`config.mk`:
```
export PLATFORM = sky130hd
export DESIGN_NAME = t1rx_line_decoder
export DESIGN_NICKNAME = d
export VERILOG_FILES = /design/src/rtl/t1rx_pkg.sv /design/src/rtl/t1rx_sym_front.sv /design/src/rtl/t1rx_bpv_line.sv /design/src/rtl/t1rx_cv_count.sv /design/src/rtl/t1rx_line_decoder.sv
export SDC_FILE = /design/constraint.sdc
export NUM_CORES = 1
export LEC_CHECK = 0
export ABC_AREA = 1
export BUFFER_PORTS_ARGS = -buffer_cell sky130_fd_sc_hd__buf_2
export CAP_MARGIN = 40
export CORE_MARGIN = 5
export CORE_UTILIZATION = 35
export DETAILED_ROUTE_END_ITERATION = 8
export RECOVER_POWER = 25
export SYNTH_ARGS = -nofsm -noshare
export SYNTH_HDL_FRONTEND = slang
export SYNTH_HIERARCHICAL = 1
export SYNTH_SLANG_ARGS = --single-unit
```
`constraint.sdc`:
```
create_clock -name clk -period 3.3 [get_ports clk]
set_input_delay 0.66 -clock clk [delete_from_list [all_inputs] [get_ports clk]]
set_output_delay 0.66 -clock clk [all_outputs]
set_load 0.01 [all_outputs]
```
`src/rtl/t1rx_pkg.sv`:
```
package t1rx_pkg;
  // One bit held in the decode delay line.
  typedef struct packed {
    logic mark;  // decoded bit value
    logic bpv;   // same-polarity violation (candidate V of a substitution)
    logic cv;    // counted code violation
  } slot_t;

  localparam int SUB_LEN = 8;  // length of the zero-substitution window
endpackage

```
`src/rtl/t1rx_sym_front.sv`:
```
// Turns dual-rail pulses, CMI half-bit pairs or NRZ bits into bit events
// carrying a mark, its polarity (0 positive, 1 negative) and a both-rails flag.
module t1rx_sym_front (
  input  logic clk,
  input  logic rst_n,
  input  logic cfg_serial,
  input  logic cfg_cmi,
  input  logic in_valid,
  input  logic in_rail_p,
  input  logic in_rail_n,
  input  logic in_ser,
  output logic ev,
  output logic ev_mark,
  output logic ev_pol,
  output logic ev_both
);
  logic cmi_mode;
  logic half_phase;  // 1: first half already captured
  logic half_q;

  assign cmi_mode = cfg_serial & cfg_cmi;

  always_ff @(posedge clk or negedge rst_n) begin
    if (!rst_n) begin
      half_phase <= 1'b0;
      half_q     <= 1'b0;
    end else if (!cmi_mode) begin
      half_phase <= 1'b0;
    end else if (in_valid) begin
      half_phase <= ~half_phase;
      if (!half_phase) half_q <= in_ser;
    end
  end

  always_comb begin
    ev      = 1'b0;
    ev_mark = 1'b0;
    ev_pol  = 1'b0;
    ev_both = 1'b0;
    if (!cfg_serial) begin
      ev      = in_valid;
      ev_mark = in_rail_p | in_rail_n;
      ev_pol  = in_rail_n & ~in_rail_p;
      ev_both = in_rail_p & in_rail_n;
    end else if (!cfg_cmi) begin
      ev      = in_valid;
      ev_mark = in_ser;
    end else begin
      ev = in_valid & half_phase;
      unique case ({half_q, in_ser})
        2'b11:   begin ev_mark = 1'b1; ev_pol = 1'b0; end
        2'b00:   begin ev_mark = 1'b1; ev_pol = 1'b1; end
        default: begin ev_mark = 1'b0; ev_pol = 1'b0; end  // 01 space, 10 not corrected
      endcase
    end
  end
endmodule

```
`src/rtl/t1rx_bpv_line.sv`:
```
// Polarity tracking, violation marking, substitution removal and the fixed
// delay line. DEPTH must be at least SUB_LEN.
module t1rx_bpv_line
  import t1rx_pkg::*;
#(
  parameter int DEPTH = 8
) (
  input  logic clk,
  input  logic rst_n,
  input  logic decode_en,
  input  logic b8zs_en,
  input  logic ev,
  input  logic ev_mark,
  input  logic ev_pol,
  input  logic ev_both,
  output logic out_valid,
  output logic out_data,
  output logic out_cv,
  output logic cv_release
);
  slot_t line_q [DEPTH];
  slot_t line_d [DEPTH];
  slot_t fresh;
  logic  have_mark;
  logic  last_pol;
  logic  pol_eff;
  logic  match;

  assign pol_eff = ev_both ? last_pol : ev_pol;

  always_comb begin
    fresh      = '0;
    fresh.mark = ev_mark;
    if (decode_en) begin
      fresh.bpv = ev_mark & ~ev_both & have_mark & (ev_pol == last_pol);
      fresh.cv  = fresh.bpv | ev_both;
    end
  end

  // Window oldest..newest = line_q[6] .. line_q[0], fresh
  always_comb begin
    match = b8zs_en & decode_en
          & ~line_q[SUB_LEN-2].mark & ~line_q[SUB_LEN-3].mark & ~line_q[SUB_LEN-4].mark
          & line_q[SUB_LEN-5].bpv
          & line_q[SUB_LEN-6].mark & ~line_q[SUB_LEN-6].cv
          & ~line_q[SUB_LEN-7].mark
          & line_q[SUB_LEN-8].bpv
          & fresh.mark & ~fresh.cv;
  end

  always_ff @(posedge clk or negedge rst_n) begin
    if (!rst_n) begin
      have_mark <= 1'b0;
      last_pol  <= 1'b0;
    end else if (ev && decode_en && ev_mark) begin
      have_mark <= 1'b1;
      last_pol  <= pol_eff;
    end
  end

  for (genvar i = 0; i < DEPTH; i++) begin : g_tap
    if (i == 0) begin : g_head
      assign line_d[i] = match ? '0 : fresh;
    end else if (i < SUB_LEN) begin : g_win
      assign line_d[i] = match ? '0 : line_q[i-1];
    end else begin : g_tail
      assign line_d[i] = line_q[i-1];
    end
    always_ff @(posedge clk or negedge rst_n) begin
      if (!rst_n)  line_q[i] <= '0;
      else if (ev) line_q[i] <= line_d[i];
    end
  end

  assign cv_release = ev & line_q[DEPTH-1].cv;

  always_ff @(posedge clk or negedge rst_n) begin
    if (!rst_n) begin
      out_valid <= 1'b0;
      out_data  <= 1'b0;
      out_cv    <= 1'b0;
    end else begin
      out_valid <= ev;
      out_data  <= ev & line_q[DEPTH-1].mark;
      out_cv    <= cv_release;
    end
  end
endmodule

```
`src/rtl/t1rx_cv_count.sv`:
```
// Saturating violation counter with clear and snapshot-and-restart.
module t1rx_cv_count #(
  parameter int CNT_W = 16
) (
  input  logic             clk,
  input  logic             rst_n,
  input  logic             inc,
  input  logic             clr,
  input  logic             snap,
  output logic [CNT_W-1:0] value,
  output logic [CNT_W-1:0] snapshot
);
  localparam logic [CNT_W-1:0] CMAX = '1;
  localparam logic [CNT_W-1:0] ONE  = CNT_W'(1);

  always_ff @(posedge clk or negedge rst_n) begin
    if (!rst_n) begin
      value    <= '0;
      snapshot <= '0;
    end else if (clr) begin
      value <= '0;
    end else if (snap) begin
      snapshot <= value;
      value    <= inc ? ONE : '0;
    end else if (inc && value != CMAX) begin
      value <= value + ONE;
    end
  end
endmodule

```
`src/rtl/t1rx_line_decoder.sv`:
```
module t1rx_line_decoder #(
  parameter int LINE_DEPTH = 8,
  parameter int CNT_W      = 16
) (
  input  logic             clk,
  input  logic             rst_n,
  input  logic             cfg_serial,
  input  logic             cfg_cmi,
  input  logic             cfg_b8zs,
  input  logic             in_valid,
  input  logic             in_rail_p,
  input  logic             in_rail_n,
  input  logic             in_ser,
  input  logic             cnt_clr,
  input  logic             cnt_snap,
  output logic             out_valid,
  output logic             out_data,
  output logic             out_cv,
  output logic [CNT_W-1:0] cnt_value,
  output logic [CNT_W-1:0] cnt_snapshot
);
  logic ev, ev_mark, ev_pol, ev_both;
  logic decode_en;
  logic cv_release;

  assign decode_en = ~(cfg_serial & ~cfg_cmi);

  t1rx_sym_front u_front (
    .clk       (clk),
    .rst_n     (rst_n),
    .cfg_serial(cfg_serial),
    .cfg_cmi   (cfg_cmi),
    .in_valid  (in_valid),
    .in_rail_p (in_rail_p),
    .in_rail_n (in_rail_n),
    .in_ser    (in_ser),
    .ev        (ev),
    .ev_mark   (ev_mark),
    .ev_pol    (ev_pol),
    .ev_both   (ev_both)
  );

  t1rx_bpv_line #(.DEPTH(LINE_DEPTH)) u_line (
    .clk       (clk),
    .rst_n     (rst_n),
    .decode_en (decode_en),
    .b8zs_en   (cfg_b8zs),
    .ev        (ev),
    .ev_mark   (ev_mark),
    .ev_pol    (ev_pol),
    .ev_both   (ev_both),
    .out_valid (out_valid),
    .out_data  (out_data),
    .out_cv    (out_cv),
    .cv_release(cv_release)
  );

  t1rx_cv_count #(.CNT_W(CNT_W)) u_count (
    .clk     (clk),
    .rst_n   (rst_n),
    .inc     (cv_release),
    .clr     (cnt_clr),
    .snap    (cnt_snap),
    .value   (cnt_value),
    .snapshot(cnt_snapshot)
  );
endmodule

```
Word-level counts from Yosys, hierarchy flattened
Index checks and enable logic that the tools add are counted.
Widths: inputs -> output; s select.
{"block": "totals", "ff_bits": 62, "in_bits": 11, "output_inout_bits": 35, "word_cells": 105}
{"block": "classes", "add_sub_neg": 1, "eq_ne": 4, "mux": 24, "n_bitwise": 35, "n_reduce_logical": 9}
{"operator": "$mux 16", "n": 3}
{"operator": "$mux 3", "n": 8}
{"operator": "$and 1x1->1", "n": 21}
{"operator": "$add 16x1->16 const B", "n": 1}
{"operator": "$ne 16x16->1 const B", "n": 1}
{"operator": "$mux 1", "n": 12}
{"operator": "$not 1->1", "n": 12}
{"operator": "$reduce_and 2->1", "n": 2}
{"operator": "$logic_and 1x1->1", "n": 3}
{"operator": "$reduce_and 3->1", "n": 1}
{"operator": "$reduce_bool 3->1", "n": 1}
{"operator": "$eq 2x2->1 const B", "n": 1}
{"operator": "$logic_not 2->1", "n": 1}
{"operator": "$mux 2", "n": 1}
{"operator": "$ne 2x2->1 const B", "n": 1}
{"operator": "$or 1x1->1", "n": 2}
{"operator": "$reduce_or 2->1", "n": 1}
{"operator": "$eq 1x1->1", "n": 1}

Depth between registers and ports, before layout
{"block": "logic_depth", "ltp_word": 15, "depth_mapped": 14, "ltp_nobuf": 13}

Hierarchy
Netlist, hierarchy kept.
{"module": "t1rx_cv_count", "n_inst": 1, "cells_each": 202, "area_each_um2": 1627.8, "seq_area_each_um2": 800.8}
{"module": "t1rx_bpv_line", "n_inst": 1, "cells_each": 145, "area_each_um2": 1114.8, "seq_area_each_um2": 625.6}
{"module": "t1rx_sym_front", "n_inst": 1, "cells_each": 28, "area_each_um2": 171.4, "seq_area_each_um2": 50.0}
{"module": "t1rx_line_decoder", "n_inst": 1, "cells_each": 2, "area_each_um2": 7.5, "seq_area_each_um2": 0.0}

Worst setup path before layout
Ideal clock, no wire load.
{"block": "synth_path", "path_kind": "input to register", "from": "in cfg_cmi", "to": "reg u_count.value[14]", "setup_time_ns": 0.119, "arrival_time_ns": 2.008, "t_required_ns": 3.181, "path_slack_ns": 1.173, "cell_stages": 13, "path_buffers": 3, "cell_sequence": "nand2_2 > nor2_2 > nor2_1 > buf_4 > buf_2 > nand2_1 > inv_1 > buf_2 > inv_1 > nor2_4 > nand3_1 > nand2_1 > nor2_1"}
{"block": "synth_via", "elab_chain_len": 5}
{"element": "start: declaration", "line": "t1rx_line_decoder.sv:8", "rtl": "input logic cfg_cmi,"}
{"element": "$mux 1", "line": "t1rx_sym_front.sv:45", "rtl": "end else if (!cfg_cmi) begin"}
{"element": "$mux 1", "line": "t1rx_sym_front.sv:40", "rtl": "if (!cfg_serial) begin"}
{"element": "named net ev", "line": "t1rx_line_decoder.sv:22", "rtl": "logic ev, ev_mark, ev_pol, ev_both;"}
{"element": "$and 1x1->1", "line": "t1rx_bpv_line.sv:75", "rtl": "assign cv_release = ev & line_q[DEPTH-1].cv;"}
{"element": "named net cv_release", "line": "t1rx_line_decoder.sv:24", "rtl": "logic cv_release;"}
{"element": "$logic_and 1x1->1", "line": "t1rx_cv_count.sv:25", "rtl": "end else if (inc && value != CMAX) begin"}
{"element": "$reduce_bool 3->1 (no line)"}
{"element": "end signal: assignment", "line": "t1rx_cv_count.sv:24", "rtl": "value <= inc ? ONE : '0;"}
{"element": "end signal: assignment", "line": "t1rx_cv_count.sv:26", "rtl": "value <= value + ONE;"}
{"element": "end: declaration", "line": "t1rx_cv_count.sv:10", "rtl": "output logic [CNT_W-1:0] value,"}
The timed path passes the listed nets, and every way through them passes these cells.
A chain may end at the register's enable or synchronous reset.

Final worst setup path
{"block": "layout_path", "from": "in in_ser", "to": "reg u_line/line_q[15] (netlist name)"}
{"block": "layout_via", "elab_chain_len": 13, "elab_cells_between_ends": 19, "classes_between": "eq/ne: 2; mux: 8; bitwise: 7; reduce/logical: 2"}
{"element": "start: declaration", "line": "t1rx_line_decoder.sv:13", "rtl": "input logic in_ser,"}
{"element": "$eq 2x2->1 or $logic_not 2->1 (tied branches)", "line": "t1rx_sym_front.sv:50", "rtl": "unique case ({half_q, in_ser})"}
{"element": "$reduce_or 2->1 (no line)"}
{"element": "$mux 1", "line": "t1rx_sym_front.sv:50"}
{"element": "$mux 1 (*)", "line": "t1rx_sym_front.sv:45"}
{"element": "$mux 1 (*)", "line": "t1rx_sym_front.sv:40"}
{"element": "named net ev_mark", "line": "t1rx_line_decoder.sv:22"}
{"element": "$and 1x1->1 (3 in series)", "line": "t1rx_bpv_line.sv:35", "rtl": "fresh.bpv = ev_mark & ~ev_both & have_mark & (ev_pol == last_pol);"}
{"element": "$or 1x1->1", "line": "t1rx_bpv_line.sv:36", "rtl": "fresh.cv = fresh.bpv | ev_both;"}
{"element": "$mux 2", "line": "t1rx_bpv_line.sv:34", "rtl": "if (decode_en) begin"}
{"element": "$not 1->1", "line": "t1rx_bpv_line.sv:48", "rtl": "& fresh.mark & ~fresh.cv;"}
{"element": "$and 1x1->1 (*)", "line": "t1rx_bpv_line.sv:48"}
{"element": "$mux 3 (*)", "line": "t1rx_bpv_line.sv:65", "rtl": "assign line_d[i] = match ? '0 : line_q[i-1];"}
{"element": "end signal: indexed assignment", "line": "t1rx_bpv_line.sv:71", "rtl": "else if (ev) line_q[i] <= line_d[i];"}
{"element": "end: declaration", "line": "t1rx_bpv_line.sv:21", "rtl": "slot_t line_q [DEPTH];"}
Mark *: on every way through the listed nets, which the timed path passes. The rest lies on a longest branch.

==> run summary <==
status - complete, no violations
Fmax - 497 MHz
initial antenna violation count - 0
clock sink count - 59
Core Rows - 33
Crit-path slowest cell - o21ai_0
FF-to-FF path depth - 13
clock power share - 41.6%
die extent in y - 101 um
Fin Setup TNS - 0 ns
Final Hold Viols - 0
Hold WS - 0.450 ns
Die ar. - 10300 um2
CTS tree - built
Final ANT Viol Nets - 0
Ant. Diodes - 0
syn_nets - 390
Worst Setup SP - in_ser
reg-to-reg startpoint - u_front/half_q
grt ovf - 0
Clock Latency Late Sink - 0.34 ns
crit-path leading delay family - simple AND/OR/NAND/NOR gates
Net Sw Frac - 26.0%
Int Power - 1.27 mW
syn avg cell area - 7.75 um2
first-pass GRT wire length - 10.9 mm
Worst Setup EP - u_line/line_q[15]
combinational power share - 10.7%
peak supply drop - 0.242 mV
H-tree depth - 3
Arr. time, crit path - 2.28 ns
Final period util - 61.0%
synth unique cells - 29
post-cts resize count - 0
WP buf/inv - 3
most used cell, CP - nand2_1
buffers added on ports - 45
Slew Limit Headroom - 35.5%
minimum clock period - 2.01 ns
CTS Buffer Depth - 2
number of synthesized flops with an enable pin - 0
most frequent cells in the layout - nand2_1 (135), dfrtp_1 (59), inv_1 (58)
Main synth FF type - dfrtp_1
commonest non-fill, non-tap cell in the layout - nand2_1
vias per inst - 4.51
dominant cell type by area after synthesis - dfrtp_1
Syn-to-layout area delta - 19.6%
Critical Path, Cell by Cell - buf_2, inv_1, ha_1, nand2_1, inv_1, o21ai_0, nand2_1, nor2_1, nand2_1, nand2_1, nand2_1, nand2_2, nand2_1, nand2_1
CTS Buf Count - 9
DRT Pass-1 Iters - 4
share of the synthesized area in the top cell type - 50.5%
layout cells sized above 1 - 19.6%
critical path peak fanout - 13
Final Wtd Congestion - 0.791
Final #Nets - 441
Detailed Route Iter0 Violations - 93
RSZ-0062 raised after global routing - false
FF+latch count, synth - 59
Net Switching - 0.446 mW
Max-Cap Viols - 0
Total Routing Usage GR - 13.4%
largest net degree at the start of global routing - 26
Top Ports - 46
data required time of the worst path - 3.57 ns
Placeable Area - 8180 um2
top cells by area, synth - dfrtp_1 (51%), nand2_1 (17%), inv_1 (7.5%), o21ai_0 (5.0%), nor2_1 (3.0%)
postcts setup bufs - 0
total power - 1.72 mW
sequential share of power - 47.7%
Crit. End Element - flop
PD cells - 492 nW/um2
DR vias - 2426
Remaining DRCs - 0
DP Worst Slack - 0.968 ns
wire per inst - 11.5 um
critical path type - in2reg
vias in the first global route - 2396
Worst path max stage delay - 0.32 ns
setup ws final - 1.29 ns
clock slew at reported path FFs - 0.07 ns
post-synthesis sequential area ratio - 50.5%
cts hold-fix bufs - 0
Hold WC Path Type - in2async
DP HPWL - 4.59 mm
Leakage Power - 1.91 nW
startpoint type of the worst setup path - primary input
Mapped Cells - 377
WP depth - 14
Setup Skew - 0.00838 ns
final WL - 6.17 mm
die width - 101 um
Synth Cell Area - 2920 um2
Worst-Margin Slew - 0.968 ns
Initial Utilization - 35.7%
Async SR Flop Fraction - 100%
Setup violations, final - 0
Final Max Slew Viols - 0
clock root cell - clkbuf_8
Yosys warnings - 6
flop2flop setup slack - 1.37 ns
Reg2Reg Capture Point - u_line/line_q[15]
## power groups by stage
stage	sequential (mW)	clock [mW]	combinational (mW)
after floorplan	0.828	0	0.124
after global placement	0.833	0	0.179
after detailed placement	0.834	0	0.189
after CTS	0.821	0.743	0.189
after global routing	0.828	0.777	0.219
final	0.821	0.715	0.183
## synthesized netlist by cell type (3+ instances only)
cell type / count
buf_2: 4
nand3_1: 14
o21ai_1: 4
nor3_1: 3
nor2_1: 23
clkbuf_1: 3
mux2_2: 4
o21ai_0: 29
dfrtp_1: 59
nor2_4: 3
a21oi_1: 4
nand2_1: 135
nor2_2: 4
nand2_2: 6
nand4_1: 9
inv_1: 58
## flip-flops by register name, summed over array words and instances (netlist names)
register / cells
u_line/line_q: 20
u_count/snapshot: 16
u_count/value: 16
u_front/half_phase: 1
u_front/half_q: 1
u_line/have_mark: 1
u_line/last_pol: 1
u_line/out_cv: 1
u_line/out_data: 1
u_line/out_valid: 1
## how the worst min path moves through the flow
stage,from,end,slack [ns],cells past startpoint
after floorplan,rst_n,u_count/snapshot[0],0.36,0
after global placement,u_count/snapshot[9],u_count/snapshot[9],0.46,2
after detailed placement,u_count/snapshot[3],u_count/snapshot[3],0.47,2
after CTS,rst_n,u_count/snapshot[4],0.24,1
after global routing,u_line/line_q[19],u_line/line_q[19],0.50,2
final,rst_n,u_count/snapshot[4],0.45,1
## metal layers
layer	GRT usage (%)	wire length, um
met1	15.9	2730
met2	22.3	2950
met3	4.61	407
met4	4.91	82
met5	0	0
## metrics by stage
stage	cells	area, um2	utilization (%)
finish	538	3490	42.7
global route	538	3490	42.7
CTS	538	3490	42.7
detailed placement	522	3280	40.1
global placement	520	3240	39.7
floorplan	377	2920	-
## kinds of logic after synthesis
kind of cell	share of synthesized area, %
XOR/XNOR	0.900
flip-flops	50.5
multiplexers	1.54
AO/OA/AOI/OAI	7.32
buffers and inverters	9.29
adder cells (fa/ha/maj)	0.856
AND/OR/NAND/NOR	29.6
## final cells by class
cell class / count / area (um2)
inverter: 59 / 221
clock buffer: 9 / 124
tap: 105 / 131
timing repair buffer: 49 / 274
multi-input combinational: 250 / 1170
fill: 855 / 4680
clock inverter: 7 / 92.6
sequential: 59 / 1480
Power figures use the tool's default switching activity.
